**src/rtl/ata_steer_pkg.sv**
```systemverilog
package ata_steer_pkg;

    typedef enum logic [1:0] {
        CFG_MEM    = 2'd0,
        CFG_IO_ANY = 2'd1,
        CFG_IO_PRI = 2'd2,
        CFG_IO_SEC = 2'd3
    } cfg_e;

    typedef enum logic [2:0] {
        ACC_NONE,
        ACC_WORD,
        ACC_SEQ_BYTE,
        ACC_ODD_BYTE,
        ACC_ERRFEAT
    } acc_kind_e;

    typedef enum logic [1:0] {
        PH_EMPTY,
        PH_HAVE_EVEN,
        PH_HAVE_ODD
    } phase_e;

    typedef struct packed {
        logic       hit;
        logic [3:0] off;
    } win_t;

    typedef struct packed {
        acc_kind_e kind;
        logic      hi_lane;
    } acc_t;

    localparam logic [3:0] OFF_DATA     = 4'h0;
    localparam logic [3:0] OFF_ERRF     = 4'h1;
    localparam logic [3:0] OFF_DATA_ALT = 4'h8;
    localparam logic [3:0] OFF_ODD      = 4'h9;
    localparam logic [3:0] OFF_ERRF_ALT = 4'hD;

    localparam logic [1:0] LANES_BOTH = 2'b00;
    localparam logic [1:0] LANE_EVEN  = 2'b10;
    localparam logic [1:0] LANE_ODD   = 2'b01;

    function automatic acc_t classify(input logic [3:0] off, input logic [1:0] ce_n);
        acc_t a;
        a.kind    = ACC_NONE;
        a.hi_lane = 1'b0;
        unique case (ce_n)
            LANES_BOTH: begin
                if (off == OFF_DATA || off == OFF_DATA_ALT || off == OFF_ODD)
                    a.kind = ACC_WORD;
            end
            LANE_EVEN: begin
                if (off == OFF_DATA || off == OFF_DATA_ALT)
                    a.kind = ACC_SEQ_BYTE;
                else if (off == OFF_ODD)
                    a.kind = ACC_ODD_BYTE;
                else if (off == OFF_ERRF || off == OFF_ERRF_ALT)
                    a.kind = ACC_ERRFEAT;
            end
            LANE_ODD: begin
                if (off == OFF_DATA || off == OFF_DATA_ALT ||
                    off == OFF_ERRF || off == OFF_ERRF_ALT) begin
                    a.kind    = ACC_ERRFEAT;
                    a.hi_lane = 1'b1;
                end
            end
            default: a.kind = ACC_NONE;
        endcase
        return a;
    endfunction

endpackage

```
**src/rtl/ata_win_decode.sv**
```systemverilog
module ata_win_decode
    import ata_steer_pkg::*;
#(
    parameter int ADDR_W = 11,
    parameter logic [ADDR_W-1:0] PRI_CMD_BASE = ADDR_W'(12'h1F0),
    parameter logic [ADDR_W-1:0] PRI_CTL_BASE = ADDR_W'(12'h3F6),
    parameter logic [ADDR_W-1:0] SEC_CMD_BASE = ADDR_W'(12'h170),
    parameter logic [ADDR_W-1:0] SEC_CTL_BASE = ADDR_W'(12'h376),
    parameter logic [ADDR_W-1:0] MEM_DATA_LO  = ADDR_W'(12'h400),
    parameter logic [ADDR_W-1:0] MEM_DATA_HI  = ADDR_W'(12'h7FF)
) (
    input  logic [1:0]        cfg_idx,
    input  logic [ADDR_W-5:0] io_base,
    input  logic              mem_space,
    input  logic [ADDR_W-1:0] addr,
    output win_t              win
);
    logic in_pri_cmd, in_pri_ctl, in_sec_cmd, in_sec_ctl;

    always_comb begin
        in_pri_cmd = addr[ADDR_W-1:3] == PRI_CMD_BASE[ADDR_W-1:3];
        in_pri_ctl = addr[ADDR_W-1:1] == PRI_CTL_BASE[ADDR_W-1:1];
        in_sec_cmd = addr[ADDR_W-1:3] == SEC_CMD_BASE[ADDR_W-1:3];
        in_sec_ctl = addr[ADDR_W-1:1] == SEC_CTL_BASE[ADDR_W-1:1];
        win = '0;
        unique case (cfg_e'(cfg_idx))
            CFG_MEM: begin
                if (mem_space && addr >= MEM_DATA_LO && addr <= MEM_DATA_HI) begin
                    win.hit = 1'b1;
                    win.off = OFF_DATA;
                end else if (mem_space && addr[ADDR_W-1:4] == '0) begin
                    win.hit = 1'b1;
                    win.off = addr[3:0];
                end
            end
            CFG_IO_ANY: begin
                if (!mem_space && addr[ADDR_W-1:4] == io_base) begin
                    win.hit = 1'b1;
                    win.off = addr[3:0];
                end
            end
            CFG_IO_PRI, CFG_IO_SEC: begin
                if (!mem_space &&
                    (cfg_idx == CFG_IO_PRI ? in_pri_cmd : in_sec_cmd)) begin
                    win.hit = 1'b1;
                    win.off = {1'b0, addr[2:0]};
                end else if (!mem_space &&
                    (cfg_idx == CFG_IO_PRI ? in_pri_ctl : in_sec_ctl)) begin
                    win.hit = 1'b1;
                    win.off = {3'b111, addr[0]};
                end
            end
            default: win = '0;
        endcase
    end
endmodule

```
**src/rtl/ata_phase_ctl.sv**
```systemverilog
module ata_phase_ctl
    import ata_steer_pkg::*;
(
    input  logic      clk,
    input  logic      rst,
    input  logic      act,
    input  acc_kind_e kind,
    output phase_e    phase,
    output logic      complete,
    output logic      odd_now,
    output logic      bad,
    output logic      proto_err
);
    phase_e phase_q, phase_d;
    logic   proto_q;

    always_comb begin
        phase_d  = phase_q;
        complete = 1'b0;
        odd_now  = 1'b0;
        bad      = 1'b0;
        if (act) begin
            unique case (kind)
                ACC_WORD: begin
                    complete = 1'b1;
                    phase_d  = PH_EMPTY;
                end
                ACC_SEQ_BYTE: begin
                    unique case (phase_q)
                        PH_HAVE_EVEN: begin
                            odd_now  = 1'b1;
                            complete = 1'b1;
                            phase_d  = PH_EMPTY;
                        end
                        PH_HAVE_ODD: begin
                            complete = 1'b1;
                            phase_d  = PH_EMPTY;
                        end
                        default: phase_d = PH_HAVE_EVEN;
                    endcase
                end
                ACC_ODD_BYTE: begin
                    odd_now = 1'b1;
                    unique case (phase_q)
                        PH_HAVE_EVEN: begin
                            complete = 1'b1;
                            phase_d  = PH_EMPTY;
                        end
                        PH_HAVE_ODD: bad = 1'b1;
                        default: phase_d = PH_HAVE_ODD;
                    endcase
                end
                default: phase_d = phase_q;
            endcase
        end
    end

    always_ff @(posedge clk) begin
        if (rst) begin
            phase_q <= PH_EMPTY;
            proto_q <= 1'b0;
        end else begin
            phase_q <= phase_d;
            if (bad) proto_q <= 1'b1;
        end
    end

    assign phase     = phase_q;
    assign proto_err = proto_q;
endmodule

```
**src/rtl/ata_data_path.sv**
```systemverilog
module ata_data_path
    import ata_steer_pkg::*;
#(
    parameter int BYTE_W = 8,
    parameter int WORD_W = 2 * BYTE_W
) (
    input  logic              clk,
    input  logic              rst,
    input  logic              act,
    input  logic              is_wr,
    input  acc_t              acc,
    input  logic              complete,
    input  logic              odd_now,
    input  logic              bad,
    input  logic [WORD_W-1:0] wdata,
    input  logic [WORD_W-1:0] fifo_rdata,
    input  logic              fifo_empty,
    input  logic [BYTE_W-1:0] err_code,
    output logic [WORD_W-1:0] rdata,
    output logic              pop,
    output logic              push,
    output logic [WORD_W-1:0] push_data,
    output logic [BYTE_W-1:0] feature,
    output logic              underflow
);
    localparam int LANES = WORD_W / BYTE_W;

    logic              is_data, is_byte, data_rd, data_wr;
    logic [BYTE_W-1:0] wr_byte, rd_byte, hold_lo, hold_hi, feat_q;
    logic              unf_q;

    always_comb begin
        is_data = acc.kind inside {ACC_WORD, ACC_SEQ_BYTE, ACC_ODD_BYTE};
        is_byte = acc.kind != ACC_WORD;
        data_rd = act && !is_wr && is_data;
        data_wr = act && is_wr && is_data;
        wr_byte = wdata[BYTE_W-1:0];
        rd_byte = odd_now ? fifo_rdata[WORD_W-1:BYTE_W] : fifo_rdata[BYTE_W-1:0];
        pop     = data_rd && complete && !fifo_empty;
        push    = data_wr && complete;
        if (!is_byte)     push_data = wdata;
        else if (odd_now) push_data = {wr_byte, hold_lo};
        else              push_data = {hold_hi, wr_byte};
    end

    for (genvar g = 0; g < LANES; g++) begin : g_lane
        logic [BYTE_W-1:0] lane;
        always_comb begin
            lane = '0;
            if (act && !is_wr) begin
                if (acc.kind == ACC_ERRFEAT) begin
                    if (acc.hi_lane == 1'(g)) lane = err_code;
                end else if (is_data && !fifo_empty) begin
                    if (!is_byte)    lane = fifo_rdata[g*BYTE_W +: BYTE_W];
                    else if (g == 0) lane = rd_byte;
                end
            end
        end
        assign rdata[g*BYTE_W +: BYTE_W] = lane;
    end

    always_ff @(posedge clk) begin
        if (rst) begin
            hold_lo <= '0;
            hold_hi <= '0;
            feat_q  <= '0;
            unf_q   <= 1'b0;
        end else begin
            if (data_wr && is_byte && !bad) begin
                if (odd_now) hold_hi <= wr_byte;
                else         hold_lo <= wr_byte;
            end
            if (act && is_wr && acc.kind == ACC_ERRFEAT)
                feat_q <= acc.hi_lane ? wdata[WORD_W-1:BYTE_W] : wdata[BYTE_W-1:0];
            if (data_rd && fifo_empty) unf_q <= 1'b1;
        end
    end

    assign feature   = feat_q;
    assign underflow = unf_q;
endmodule

```
**src/rtl/ata_byte_steer.sv**
```systemverilog
module ata_byte_steer
    import ata_steer_pkg::*;
#(
    parameter int ADDR_W = 11,
    parameter int BYTE_W = 8,
    parameter int WORD_W = 2 * BYTE_W
) (
    input  logic              clk,
    input  logic              rst,
    input  logic [1:0]        cfg_idx,
    input  logic [ADDR_W-5:0] io_base,
    input  logic              host_mem,
    input  logic [ADDR_W-1:0] host_addr,
    input  logic [1:0]        host_ce_n,
    input  logic              host_rd,
    input  logic              host_wr,
    input  logic [WORD_W-1:0] host_wdata,
    output logic [WORD_W-1:0] host_rdata,
    output logic              host_hit,
    input  logic [WORD_W-1:0] rd_fifo_data,
    input  logic              rd_fifo_empty,
    output logic              rd_fifo_pop,
    output logic              wr_fifo_push,
    output logic [WORD_W-1:0] wr_fifo_data,
    input  logic [BYTE_W-1:0] err_code,
    output logic [BYTE_W-1:0] feature,
    output logic              underflow,
    output logic              proto_err
);
    win_t   win;
    acc_t   acc;
    phase_e phase;
    logic   act, is_wr, complete, odd_now, bad;

    ata_win_decode #(.ADDR_W(ADDR_W)) u_dec (
        .cfg_idx  (cfg_idx),
        .io_base  (io_base),
        .mem_space(host_mem),
        .addr     (host_addr),
        .win      (win)
    );

    always_comb begin
        acc      = classify(win.off, host_ce_n);
        act      = win.hit && (host_rd || host_wr);
        is_wr    = host_wr && !host_rd;
        host_hit = win.hit;
    end

    ata_phase_ctl u_phase (
        .clk      (clk),
        .rst      (rst),
        .act      (act),
        .kind     (acc.kind),
        .phase    (phase),
        .complete (complete),
        .odd_now  (odd_now),
        .bad      (bad),
        .proto_err(proto_err)
    );

    ata_data_path #(.BYTE_W(BYTE_W), .WORD_W(WORD_W)) u_dp (
        .clk       (clk),
        .rst       (rst),
        .act       (act),
        .is_wr     (is_wr),
        .acc       (acc),
        .complete  (complete),
        .odd_now   (odd_now),
        .bad       (bad),
        .wdata     (host_wdata),
        .fifo_rdata(rd_fifo_data),
        .fifo_empty(rd_fifo_empty),
        .err_code  (err_code),
        .rdata     (host_rdata),
        .pop       (rd_fifo_pop),
        .push      (wr_fifo_push),
        .push_data (wr_fifo_data),
        .feature   (feature),
        .underflow (underflow)
    );
endmodule

```
**config.mk**
```make
export PLATFORM = sky130hd
export DESIGN_NAME = ata_byte_steer
export DESIGN_NICKNAME = d
export VERILOG_FILES = /design/src/rtl/ata_steer_pkg.sv /design/src/rtl/ata_win_decode.sv /design/src/rtl/ata_phase_ctl.sv /design/src/rtl/ata_data_path.sv /design/src/rtl/ata_byte_steer.sv
export SDC_FILE = /design/constraint.sdc
export NUM_CORES = 1
export LEC_CHECK = 0
export BUFFER_PORTS_ARGS = -buffer_cell sky130_fd_sc_hd__buf_2
export CORE_ASPECT_RATIO = 1.25
export CORE_MARGIN = 4
export CORE_UTILIZATION = 50
export CTS_CLUSTER_DIAMETER = 30
export DETAILED_ROUTE_END_ITERATION = 12
export PLACE_DENSITY = 0.86
export RECOVER_POWER = 100
export SLEW_MARGIN = 20
export SYNTH_ARGS = -nofsm -noshare
export SYNTH_HDL_FRONTEND = slang
export SYNTH_SLANG_ARGS = --single-unit
```
**constraint.sdc**
```tcl
create_clock -name clk -period 5.4 [get_ports clk]
set_clock_uncertainty 0.2 [all_clocks]
set_input_delay 0 -clock clk [delete_from_list [all_inputs] [get_ports clk]]
set_output_delay 0 -clock clk [all_outputs]
set_load 0.02 [all_outputs]
```
==> flow_summary.ini <==
[clock_network]
hold_buffers = 25
cts-root-buf = clkbuf_8
clock_latency_ps = 270
cts_buffers = 3
htree_levels = 1
cts_resized = 0
cts_sinks = 28
cts_tree = built
clk_path_buf_depth = 2
cts_setup_buffers = 0
clk_pin_slew_worst_paths_ps = 90

[sta]
fmax_mhz = 267.7
final.setup.tns_ps = 0
fin_crit_sh_pct = 69.18
max_slew_margin_pct = 15.59
period_needed_ps = 3736
hold_viol_final = 0
layout_setup_ws_ps = 1664
finalMaxSlewViolations = 0
grt_setup_unrepaired = no
tightest_slew_ps = 1266
setup-violations-final = 0
hold_ws_ps = 18.66

[worst_setup_path]
worstSetupEndpointType = register
cp_top_family = compound AO/OA/AOI/OAI gates
cp_common_cell = a21oi_1
worstPathArrival_ps = 3700
critical_path.max_stage_delay_ps = 1020
crit_slowest_cell = a21oi_1
crit_required_ps = 5370
crit_fanout = 14
crit_chain = clkbuf_1, or4b_1, a2111oi_4, a21oi_1, a21oi_1, nand2_1, o221a_2, dlygate4sd3_1
critPathBufInv = 2
cp-start-kind = input pin
path_class = input pin to register

[finish]
nFillCells = 386
fin_nets = 487
layoutNonFillerInstCount = 474
num_antenna_cells = 0
layout-drive-gt1-share_pct = 21.15
syn2layout_area_growth_pct = 33.59
fin_util_pct = 69.34
final_common_cell = buf_2
final_cell_mix = buf_2, clkbuf_1, nor2_1

[routing]
route.antenna.remaining_nets = 0
routed_wl_mm = 7.625
vias = 2785
drc_errors = 0
dr.pass1.iters = 5
wire_per_inst_um = 16.09
viasPerCell = 5.876
drtIter0Drc = 215

[flow_run]
maxCapViolCount = 0

[global_routing]
globalRouteOverflowTotal = 0
grt_pass1_vias = 2775
antenna_found_initial = 0
grt_pass1_wl_mm = 11.86
grt_start_max_net_pins = 37
grt_usage_pct = 25.82

[logic_synthesis]
synth_top_family_by_area = compound AO/OA/AOI/OAI gates
ys_seq_area_share_pct = 24.59
synth_area_per_cell_um2 = 7.834
synth_top_area_share_pct = 24.59
syn_inst = 291
synth_adder_area_share_pct = 1.098
synth_xor_area_share_pct = 3.074
synth_seq_cells = 28
synth_edf_count = 0
yosysWarnings = 0
ys.flop_type = dfxtp_1
synth_compound_area_share_pct = 31.06
async_reset_ff_share_pct = 0
synth_mux_area_share_pct = 8.178
yosys.area.top_type = dfxtp_1
synth.area.top_cells = dfxtp_1, mux2i_1, nand2b_1, o21ai_0, nor2_1
synth_cell_types = 49
syn_nets = 361
synth_simple_gate_area_share_pct = 26.13
synth_area_um2 = 2280

[floorplanning]
die_w_um = 68.40
dieArea_um2 = 5711
die_h_um = 83.50
row_count = 27
io_pins = 113
coreArea_um2 = 4392
start_util_pct = 51.91

[placement]
port_buffers = 112
place_ws_ps = 2192
place_inst = 445
gp_congestion = 0.8942
dpl.hpwl_mm = 5.353

[run_status]
status = complete, no violations

[power_and_ir_drop]
powerDensity_nw_per_um2 = 159.0
p_leak_nw = 1.332
ir_worst_vdd_v = 0.00009317

[worst_hold_path]
worstHoldPathType = input pin to register
-- sequential cells by signal, indices dropped and copies added (netlist names) --
| name | count |
|---|---|
| u_dp.hold_hi | 8 |
| u_dp.underflow | 1 |
| u_phase.phase | 2 |
| u_dp.feature | 8 |
| u_phase.proto_err | 1 |
| u_dp.hold_lo | 8 |
-- layout make-up --
cell class	instances	area, um2	area share, %
Inverter	13	48.80	1.602
Sequential cell	28	560.5	18.41
Clock buffer	3	41.29	1.356
Multi-Input combinational cell	234	1533	50.33
Timing Repair Buffer	137	759.5	24.94
Clock inverter	1	30.03	0.9860
Tap cell	58	72.57	2.383
-- logic make-up (layout without fill, tap and decap cells) --
kind of cell / Yosys count / in the layout
flip-flops: 28 / 28
AO/OA/AOI/OAI: 96 / 96
multiplexers: 18 / 18
AND/OR/NAND/NOR: 110 / 110
adder cells (fa/ha/maj): 2 / 2
buffers and inverters: 29 / 154
XOR/XNOR: 8 / 8
-- Yosys cell counts (9+ instances only) --
| master | instances |
|---|---|
| dfxtp_1 | 28 |
| nand2_1 | 23 |
| a21oi_1 | 15 |
| nor2_1 | 28 |
| inv_1 | 13 |
| a22o_1 | 9 |
| o21ai_0 | 24 |
| nand3_1 | 11 |
| nand2b_1 | 20 |
| mux2i_1 | 16 |
-- stage by stage --
step	area (um2)	total power, mW
3_3_place_gp	2828	0.3084
5_1_grt	3045	0.5018
4_1_cts	3149	0.4838
6_report	3045	0.4842
3_5_place_dp	2828	0.3102
2_1_floorplan	2280	0.2618
-- tightest hold or removal path, cell delays in order --
cell      delay (ps)
buf_2            110
nor2b_1           80
o211ai_1          90
mux2_2           140
nor2_1            30
-- per-layer routing --
| metal | up-vias | global-route usage, % | part of all wire (%) |
|---|---|---|---|
| met3 | 21 | 3.908 | 8.6 |
| met5 | - | 0 | 0 |
| met1 | 1283 | 29.31 | 41 |
| met4 | 0 | 10.67 | 2.4 |
| li1 | 1316 | - | - |
| met2 | 165 | 45.70 | 48 |
-- path summary, 6_finish.rpt --
kind                    start                to  slack, ps  depth (start not counted)
max             host_addr[10]   u_dp.feature[7]       1660                          8
min              host_ce_n[0]  u_phase.phase[0]         20                          5
max reg2reg  u_phase.phase[1]   u_dp.hold_hi[5]       2390                          7
min reg2reg   u_dp.hold_lo[5]   u_dp.hold_lo[5]        290                          2
-- where the power goes --
group / switching, mW / total (mW) / internal (mW)
clock: 0.0693 / 0.169 / 0.0994
sequential: 0.000260 / 0.207 / 0.207
combinational: 0.0592 / 0.108 / 0.0493
(Power assumes the default switching activity.)
